File: src/rtl/dma_bus_pkg.sv
package dma_bus_pkg;

  typedef enum logic [2:0] {
    ST_IDLE = 3'd0,
    ST_REQ  = 3'd1,
    ST_ADDR = 3'd2,
    ST_DATA = 3'd3,
    ST_REL  = 3'd4
  } mst_state_t;

  // Next master state, evaluated on a bus-clock tick.
  function automatic mst_state_t fsm_next(input mst_state_t st,
                                          input logic pend,
                                          input logic grant,
                                          input logic ack_n);
    mst_state_t nx;
    case (st)
      ST_IDLE: nx = pend ? ST_REQ : ST_IDLE;
      ST_REQ:  nx = grant ? ST_ADDR : ST_REQ;
      ST_ADDR: nx = ST_DATA;
      ST_DATA: nx = ack_n ? ST_DATA : ST_REL;
      ST_REL:  nx = ST_IDLE;
      default: nx = ST_IDLE;
    endcase
    return nx;
  endfunction

  // Master owns the external address and data lines.
  function automatic logic owns_bus(input mst_state_t st);
    return (st == ST_ADDR) || (st == ST_DATA);
  endfunction

endpackage

File: src/rtl/dma_busclk_gen.sv
module dma_busclk_gen (
  input  logic clk,
  input  logic rst_n,
  input  logic test_mode,
  output logic busclk,
  output logic busclk_oe,
  output logic bus_tick
);
  logic div_q;

  always_ff @(posedge clk or negedge rst_n) begin
    if (!rst_n) div_q <= 1'b0;
    else        div_q <= ~div_q;
  end

  assign busclk    = div_q;
  assign busclk_oe = ~test_mode;
  // Tick marks the clk edge on which busclk rises.
  assign bus_tick  = ~div_q;
endmodule

File: src/rtl/dma_master_fsm.sv
module dma_master_fsm
  import dma_bus_pkg::*;
#(
  parameter int DW = 16,
  parameter int LW = 8
) (
  input  logic              clk,
  input  logic              rst_n,
  input  logic              bus_tick,
  input  logic              xfer_start,
  input  logic              xfer_write,
  input  logic [DW+2*LW-1:0] xfer_addr,
  input  logic [DW-1:0]     xfer_wdata,
  input  logic              bus_grant,
  input  logic              dtack_n,
  input  logic              berr_n,
  input  logic [DW-1:0]     ad_in,
  output logic              master,
  output logic              abort,
  output logic              bus_req,
  output logic              busy,
  output logic              done,
  output logic [DW-1:0]     rdata,
  output logic [LW-1:0]     a_out,
  output logic              a_oe,
  output logic [DW-1:0]     ad_out,
  output logic              ad_oe,
  output logic              adld_n,
  output logic              aen_n,
  output logic              mstb_n,
  output logic              m_rw_n
);
  localparam int AW = DW + 2*LW;

  mst_state_t        state;
  logic              pend;
  logic              wr_q;
  logic [AW-1:0]     addr_q;
  logic [DW-1:0]     wdata_q;
  logic [DW-1:0]     rdata_q;
  logic              in_addr;
  logic              in_data;

  assign in_addr = (state == ST_ADDR);
  assign in_data = (state == ST_DATA);
  assign master  = owns_bus(state);
  assign abort   = master & ~berr_n;

  always_ff @(posedge clk or negedge rst_n) begin
    if (!rst_n) begin
      state   <= ST_IDLE;
      pend    <= 1'b0;
      wr_q    <= 1'b0;
      addr_q  <= '0;
      wdata_q <= '0;
      rdata_q <= '0;
    end else begin
      if (xfer_start && (state == ST_IDLE) && !pend) begin
        pend    <= 1'b1;
        wr_q    <= xfer_write;
        addr_q  <= xfer_addr;
        wdata_q <= xfer_wdata;
      end
      if (abort) begin
        state <= ST_IDLE;
        pend  <= 1'b0;
      end else if (bus_tick) begin
        state <= fsm_next(state, pend, bus_grant, dtack_n);
        if ((state == ST_IDLE) && pend) pend <= 1'b0;
        if (in_data && !dtack_n && !wr_q) rdata_q <= ad_in;
      end
    end
  end

  assign bus_req = (state == ST_REQ) | master;
  assign busy    = (state != ST_IDLE) | pend;
  assign done    = (state == ST_REL);
  assign rdata   = rdata_q;
  assign adld_n  = ~in_addr;
  assign aen_n   = ~master;
  assign a_oe    = master;
  assign a_out   = in_addr ? addr_q[2*LW-1:LW] : addr_q[LW-1:0];
  assign ad_oe   = in_addr | (in_data & wr_q);
  assign ad_out  = in_addr ? addr_q[AW-1:2*LW] : wdata_q;
  assign mstb_n  = ~in_data;
  assign m_rw_n  = master ? ~wr_q : 1'b1;
endmodule

File: src/rtl/dma_slave_decode.sv
module dma_slave_decode #(
  parameter int DW = 16,
  parameter int LW = 8,
  parameter logic [LW-1:0] CLR_ADDR = 8'h10
) (
  input  logic          clk,
  input  logic          rst_n,
  input  logic          cs_n,
  input  logic          ds_n,
  input  logic          rw_n,
  input  logic          master,
  input  logic [LW-1:0] a_in,
  input  logic [DW-1:0] ad_in,
  output logic [LW-1:0] reg_addr,
  output logic [DW-1:0] reg_wdata,
  output logic          reg_wr,
  output logic          reg_rd,
  output logic          slave_drive,
  output logic          err_clr
);
  logic acc_act;
  logic acc_q;

  assign acc_act = ~cs_n & ~ds_n & ~master;

  always_ff @(posedge clk or negedge rst_n) begin
    if (!rst_n) acc_q <= 1'b0;
    else        acc_q <= acc_act;
  end

  assign reg_addr    = a_in;
  assign reg_wdata   = ad_in;
  assign reg_wr      = acc_act & ~acc_q & ~rw_n;
  assign reg_rd      = acc_act & rw_n;
  assign slave_drive = reg_rd;
  assign err_clr     = reg_wr & (a_in == CLR_ADDR) & ad_in[0];
endmodule

File: src/rtl/dma_err_flag.sv
module dma_err_flag (
  input  logic clk,
  input  logic rst_n,
  input  logic set_evt,
  input  logic clr_evt,
  output logic flag
);
  always_ff @(posedge clk or negedge rst_n) begin
    if (!rst_n)       flag <= 1'b0;
    else if (set_evt) flag <= 1'b1;
    else if (clr_evt) flag <= 1'b0;
  end
endmodule

File: src/rtl/dma_bus_if.sv
module dma_bus_if #(
  parameter int DW = 16,
  parameter int LW = 8,
  parameter logic [LW-1:0] CLR_ADDR = 8'h10
) (
  input  logic              clk,
  input  logic              rst_n,
  input  logic              test_mode,
  output logic              busclk,
  output logic              busclk_oe,
  input  logic              cs_n,
  input  logic              ds_n,
  input  logic              rw_n,
  input  logic [LW-1:0]     a_in,
  output logic [LW-1:0]     a_out,
  output logic              a_oe,
  input  logic [DW-1:0]     ad_in,
  output logic [DW-1:0]     ad_out,
  output logic              ad_oe,
  output logic              adld_n,
  output logic              aen_n,
  output logic              daten_n,
  output logic              datdir_n,
  output logic              mstb_n,
  output logic              m_rw_n,
  output logic              bus_req,
  input  logic              bus_grant,
  input  logic              dtack_n,
  input  logic              berr_n,
  input  logic              xfer_start,
  input  logic              xfer_write,
  input  logic [DW+2*LW-1:0] xfer_addr,
  input  logic [DW-1:0]     xfer_wdata,
  output logic              busy,
  output logic              done,
  output logic [DW-1:0]     rdata,
  output logic [LW-1:0]     reg_addr,
  output logic [DW-1:0]     reg_wdata,
  output logic              reg_wr,
  output logic              reg_rd,
  input  logic [DW-1:0]     reg_rdata,
  output logic              irq
);
  logic          bus_tick;
  logic          master;
  logic          abort;
  logic          slave_drive;
  logic          err_clr;
  logic [DW-1:0] m_ad_out;
  logic          m_ad_oe;

  dma_busclk_gen u_clkgen (
    .clk(clk), .rst_n(rst_n), .test_mode(test_mode),
    .busclk(busclk), .busclk_oe(busclk_oe), .bus_tick(bus_tick)
  );

  dma_master_fsm #(.DW(DW), .LW(LW)) u_master (
    .clk(clk), .rst_n(rst_n), .bus_tick(bus_tick),
    .xfer_start(xfer_start), .xfer_write(xfer_write),
    .xfer_addr(xfer_addr), .xfer_wdata(xfer_wdata),
    .bus_grant(bus_grant), .dtack_n(dtack_n), .berr_n(berr_n),
    .ad_in(ad_in), .master(master), .abort(abort),
    .bus_req(bus_req), .busy(busy), .done(done), .rdata(rdata),
    .a_out(a_out), .a_oe(a_oe), .ad_out(m_ad_out), .ad_oe(m_ad_oe),
    .adld_n(adld_n), .aen_n(aen_n), .mstb_n(mstb_n), .m_rw_n(m_rw_n)
  );

  dma_slave_decode #(.DW(DW), .LW(LW), .CLR_ADDR(CLR_ADDR)) u_slave (
    .clk(clk), .rst_n(rst_n), .cs_n(cs_n), .ds_n(ds_n), .rw_n(rw_n),
    .master(master), .a_in(a_in), .ad_in(ad_in),
    .reg_addr(reg_addr), .reg_wdata(reg_wdata), .reg_wr(reg_wr),
    .reg_rd(reg_rd), .slave_drive(slave_drive), .err_clr(err_clr)
  );

  dma_err_flag u_err (
    .clk(clk), .rst_n(rst_n), .set_evt(abort), .clr_evt(err_clr), .flag(irq)
  );

  assign ad_out   = master ? m_ad_out : reg_rdata;
  assign ad_oe    = m_ad_oe | slave_drive;
  assign daten_n  = ~(master | (~cs_n & ~ds_n));
  assign datdir_n = ~(master | ~cs_n);
endmodule

File: config.mk
export PLATFORM = sky130hd
export DESIGN_NAME = dma_bus_if
export DESIGN_NICKNAME = d
export VERILOG_FILES = /design/src/rtl/dma_bus_pkg.sv /design/src/rtl/dma_busclk_gen.sv /design/src/rtl/dma_master_fsm.sv /design/src/rtl/dma_slave_decode.sv /design/src/rtl/dma_err_flag.sv /design/src/rtl/dma_bus_if.sv
export SDC_FILE = /design/constraint.sdc
export NUM_CORES = 1
export LEC_CHECK = 0
export BUFFER_PORTS_ARGS = -buffer_cell sky130_fd_sc_hd__buf_2
export CORE_ASPECT_RATIO = 1.4
export CORE_MARGIN = 5
export CORE_UTILIZATION = 48
export CTS_BUF_LIST = sky130_fd_sc_hd__clkbuf_8
export DETAILED_ROUTE_END_ITERATION = 8
export PLACE_DENSITY = 0.93
export SYNTH_ARGS = -nofsm -noshare
export SYNTH_HDL_FRONTEND = slang
export SYNTH_HIERARCHICAL = 1
export SYNTH_SLANG_ARGS = --single-unit
File: constraint.sdc
create_clock -name clk -period 2.4 [get_ports clk]
set_input_delay 0.24 -clock clk [delete_from_list [all_inputs] [get_ports clk]]
set_output_delay 0.24 -clock clk [all_outputs]
set_load 0.1 [all_outputs]
# == Word level (Yosys, flattened, before mapping) ==
# Index checks and enable logic that the tools add are counted.
# totals
register_bits,72
latch_bits,0
rom_bits,0
n_memories,0
mem_bits_rw,0
input_bits,99
out_inout_bits,80
# op_classes
n_lt_le_gt_ge,0
n_mux,16
bitwise_logic,29
n_eq_ne,6
shifts,0
n_reduce_logical,13
div,0
n_addsub,0
n_mul,0
# ops
cell,count
$mux W16,2
$not A1 Y1,14
$pmux W3 S4,1
$and A1 B1 Y1,9
$mux W3,3
$eq A8 B5 Y1 const B,1
$mux W1,8
$mux W8,1
$eq A3 B2 Y1 const B,2
$or A1 B1 Y1,6
$logic_and A1 B1 Y1,5
$eq A3 B1 Y1 const B,1
$eq A3 B3 Y1 const B,1
$logic_not A1 Y1,3
$logic_not A3 Y1,1
$reduce_and A3 Y1,1
$reduce_bool A3 Y1,1
$mux W2,1
$ne A2 B2 Y1 const B,1
$reduce_bool A2 Y1,1
$logic_or A1 B1 Y1,1

# == Longest topological paths before layout ==
# depth
ltp_word,10
mapped_depth,7
mapped_depth_nobuf,6

# == By module ==
# The synthesis kept the hierarchy.
# by_module_without_submodules
module,seq_area_each_um2,n_inst,cells_per_inst,area_per_inst_um2
dma_master_fsm,1726.7,1,198,3025.4
dma_slave_decode,25.0,1,33,272.8
dma_bus_if,0.0,1,21,266.5
dma_err_flag,25.0,1,3,36.3
dma_busclk_gen,25.0,1,3,32.5

# == Worst setup path before layout ==
# No wires, ideal clock.
# synth_path
path_type,reg2out
from,register u_master.state[2]
to,output ad_oe
slack_ps,-632
path_stages_with_launch,8
n_path_buf,2
t_arrival_ps,2792
t_required_ps,2160
cell_sequence,dfrtp_1 nand2b_4 inv_4 buf_4 nor3_2 and2_1 buf_4 or2_2
# synth_via
elab_chain_cells,6
elab_cells_between_ends,9
cone_classes,2 x eq/ne; 6 x bitwise; 1 x reduce/logical
# synth_rtl
item,line,source
"start, declared",dma_master_fsm.sv:35,mst_state_t state;
"start signal, assigned",dma_master_fsm.sv:68,"state <= fsm_next(state, pend, bus_grant, dtack_n);"
$eq A3 B2 Y1,dma_bus_pkg.sv:30,return (st == ST_ADDR) || (st == ST_DATA);
$logic_or A1 B1 Y1 (*),dma_bus_pkg.sv:30,
$not A1 Y1 (*),--,
net aen_n,dma_bus_if.sv:21,"output logic aen_n,"
$and A1 B1 Y1 (*),dma_slave_decode.sv:24,assign acc_act = ~cs_n & ~ds_n & ~master;
net u_slave.acc_act,dma_slave_decode.sv:21,logic acc_act;
$and A1 B1 Y1 (*),dma_slave_decode.sv:34,assign reg_rd = acc_act & rw_n;
net reg_rd,dma_bus_if.sv:40,"output logic reg_rd,"
$or A1 B1 Y1 (*),dma_bus_if.sv:80,assign ad_oe = m_ad_oe | slave_drive;
"end, declared",dma_bus_if.sv:19,"output logic ad_oe,"
# The timed path passes the listed nets; every way through them passes the cells marked *.

# == Worst setup path in the final report ==
# layout_path
from,register u_master.state[2]
to,output ad_out[2]
# layout_via
elab_chain_cells,3
elab_cells_between_ends,5
cone_classes,2 x eq/ne; 2 x mux; 1 x reduce/logical
# layout_rtl
item,line,source
$eq A3 B2 Y1,dma_master_fsm.sv:44,assign in_addr = (state == ST_ADDR);
$mux W16,dma_master_fsm.sv:84,assign ad_out = in_addr ? addr_q[AW-1:2*LW] : wdata_q;
net m_ad_out[2],dma_bus_if.sv:49,logic [DW-1:0] m_ad_out;
$mux W16,dma_bus_if.sv:79,assign ad_out = master ? m_ad_out : reg_rdata;
"end, declared",dma_bus_if.sv:18,"output logic [DW-1:0] ad_out,"
# The timed path passes the listed nets, and every way through them passes these cells.

==> impl_metrics.py <==
metrics = {
    "timing": {
        "post-route-period-util": 0.967,
        "slew_viol_final": 0,
        "finalHoldViolations": 0,
        "tns_ns": 0,
        "fmax_mhz": 431,
        "fin_ws_ns": 0.0782,
        "relSlewSlack": 0.667,
        "finalSetupViolCount": 0,
        "finClkSkew_ns": 0.0124,
        "worstMarginPinSlew_ns": 0.503,
        "period_minus_slack_ns": 2.32,
    },
    "grt": {
        "grt_pass1_vias": 2981,
        "grt_overflow": 0,
        "grt_start_max_net_pins": 40,
        "antenna_found_initial": 0,
        "grt_first_pass_wirelength_um": 14300,
        "grt_use_total": 0.190,
    },
    "synth": {
        "synth_cell_types": 35,
        "avgSynthCellArea_um2": 14.1,
        "async_reset_ff_frac": 1.00,
        "synth-compound-area-share": 0.0200,
        "netlist_area_mm2": 0.00363,
        "synth-main-ff-cell": "dfrtp_1",
        "yosys-top-cells-count": "mux2_2 (83), dfrtp_1 (72), buf_4 (29)",
        "synth_top_area_frac": 0.496,
        "synth-edff-count": 0,
        "ys_ff_latch": 72,
        "synthMuxAreaShare": 0.344,
        "seq_area_frac_synth": 0.496,
        "synth_area_leaders": "dfrtp_1 (50%), mux2_2 (26%), mux2_4 (7.4%), buf_4 (6.0%), mux2_1 (1.2%)",
        "yosysWarnings": 6,
        "synthSimpleGateAreaFrac": 0.0548,
        "synth_top_cell_by_area": "dfrtp_1",
        "synthAdderAreaFrac": 0,
        "synth_top_family_by_area": "multiplexers",
        "syn_inst": 258,
        "synth.most_common_cell": "mux2_2",
        "synth-xor-area-share": 0,
        "syn_nets": 357,
    },
    "min_path": {
        "min_to": "u_slave/acc_q",
        "min_path_type": "in2reg",
        "min-delay-start": "ds_n",
        "holdPathStages": 2,
    },
    "routing": {
        "wl_met1_um": 2900,
        "drt_iter0_markers": 77,
        "dr_wl_met2_um": 5030,
        "wirelength_um": 8810,
        "wire_per_inst_um": 17.0,
        "wl_met3_um": 648,
        "routed.top_layer": "met4",
        "drc": 0,
        "first_pass_iters": 4,
        "via_per_inst": 5.03,
        "dr_total_vias": 2599,
        "postRouteAntennaNets": 0,
    },
    "worst_setup_path": {
        "r2r-end": "u_master/wdata_q[4]",
        "worstRegToRegCells": 4,
        "crit_fanout": 25,
        "cp_data_required_time_ns": 2.16,
        "cp.arrival_ns": 2.08,
        "r2r_start": "u_master/state[0]",
        "end_kind": "primary output",
        "cp-start-kind": "register",
        "r2r_slack_ns": 0.58,
        "critical_path_class": "reg2out",
    },
    "clocking": {
        "tritoncts": "done",
        "clock-root-buffer": "clkbuf_8",
        "cts_setup_buffers": 0,
        "cts_max_path_buffers": 2,
        "cts-htree-levels": 3,
        "path_clk_slew_ns": 0.07,
        "cts_sinks": 72,
        "clk_latency_ns": 0.33,
        "cts_made_buffers": 9,
    },
    "layout": {
        "nNetsFinal": 515,
        "fillers": 514,
        "area_growth_pct": 35.3,
        "antenna_cells": 0,
        "drive_gt1_frac": 0.748,
        "fin_util": 0.668,
    },
    "die": {
        "core_area_mm2": 0.00736,
        "fp.dieH_um": 113,
        "die_x_um": 83.5,
        "io_pins": 179,
        "die_area_mm2": 0.00943,
        "rows": 37,
        "start_util": 0.494,
    },
    "placed_design": {
        "io_buffers": 178,
        "gp_congestion": 0.841,
        "pre_cts_ws_ns": 0.274,
        "dp_hpwl_um": 6800,
    },
    "flow_run": {
        "max_cap_violations": 0,
    },
    "run_status": {
        "status": "finished clean",
    },
}
==> critical path, cell delays in order, from the launching register on <==
cell and delay [ns]:
dfrtp_1 0.38, nand2b_4 0.20, nor2_4 0.12, buf_12 0.20, mux2_2 0.36, mux2_2 0.28
buf_6 0.19
==> layer usage <==
metal	global-route usage	vias to the layer above
li1	-	1197
met1	0.193	1266
met2	0.356	117
met3	0.0626	19
met4	0.0762	0
met5	0	-
==> stage by stage <==
stage	std cells	hold slack, ns	instance area [um^2]
after detailed placement	501	0.312	4600
final	517	0.117	4920
after CTS	517	0.0935	4860
after floorplan	258	-0.0556	3670
after global routing	517	0.0871	4920
after global placement	501	0.305	4600
==> how the worst max path moves through the flow <==
stage | slack [ns] | end | startpoint
after global placement | 0.35 | ad_out[11] | u_master/state[1]
after detailed placement | 0.27 | ad_out[12] | u_master/state[1]
final | 0.08 | ad_out[2] | u_master/state[2]
after CTS | 0.001 | ad_out[7] | u_master/state[2]
after global routing | -0.004 | ad_out[2] | u_master/state[2]
after floorplan | 0.02 | reg_wr | u_master/state[2]
==> flip-flops by register name, indices dropped and copies added, names as in the netlist <==
register / cells
u_master/state: 3
u_master/wdata_q: 16
u_clkgen/busclk: 1
u_master/wr_q: 1
u_slave/acc_q: 1
u_err/flag: 1
u_master/addr_q: 32
u_master/pend: 1
u_master/rdata: 16
==> kinds of logic (layout without fill, tap and decap cells) <==
family / Yosys count / in the layout
flip-flops: 72 / 72
AND/OR/NAND/NOR: 28 / 28
multiplexers: 105 / 105
AO/OA/AOI/OAI: 10 / 10
buffers and inverters: 43 / 205
==> cells in the final DEF (no fill, tap or decap), types with 2 or more instances in the layout <==
master / instances
buf_2: 153
buf_12: 11
nand2_1: 4
nor4b_1: 2
inv_1: 5
nor2_1: 3
a21oi_1: 3
clkbuf_8: 12
buf_6: 15
mux2_1: 4
mux2_4: 18
clkinvlp_4: 2
mux2_2: 83
buf_4: 4
dfrtp_1: 71
==> cell type report <==
cell class                      count  area [um^2]  area share
Timing Repair Buffer              184         1190       0.243
Inverter                            6         38.8     0.00789
Clock inverter                      3         41.3     0.00840
Multi-Input combinational cell    143         1550       0.316
Sequential cell                    72         1800       0.367
Clock buffer                       12          165      0.0336
Tap cell                           97          121      0.0247
==> what timing repair did <==
action                     in CTS  in global routing
hold buffers                    1                  0
resized for setup              16                 17
hold endpoints to repair       72                  0
setup endpoints to repair      16                 16
Power is not shown: default switching activity piles up to over one toggle a cycle in this logic, so the estimate is an artifact.
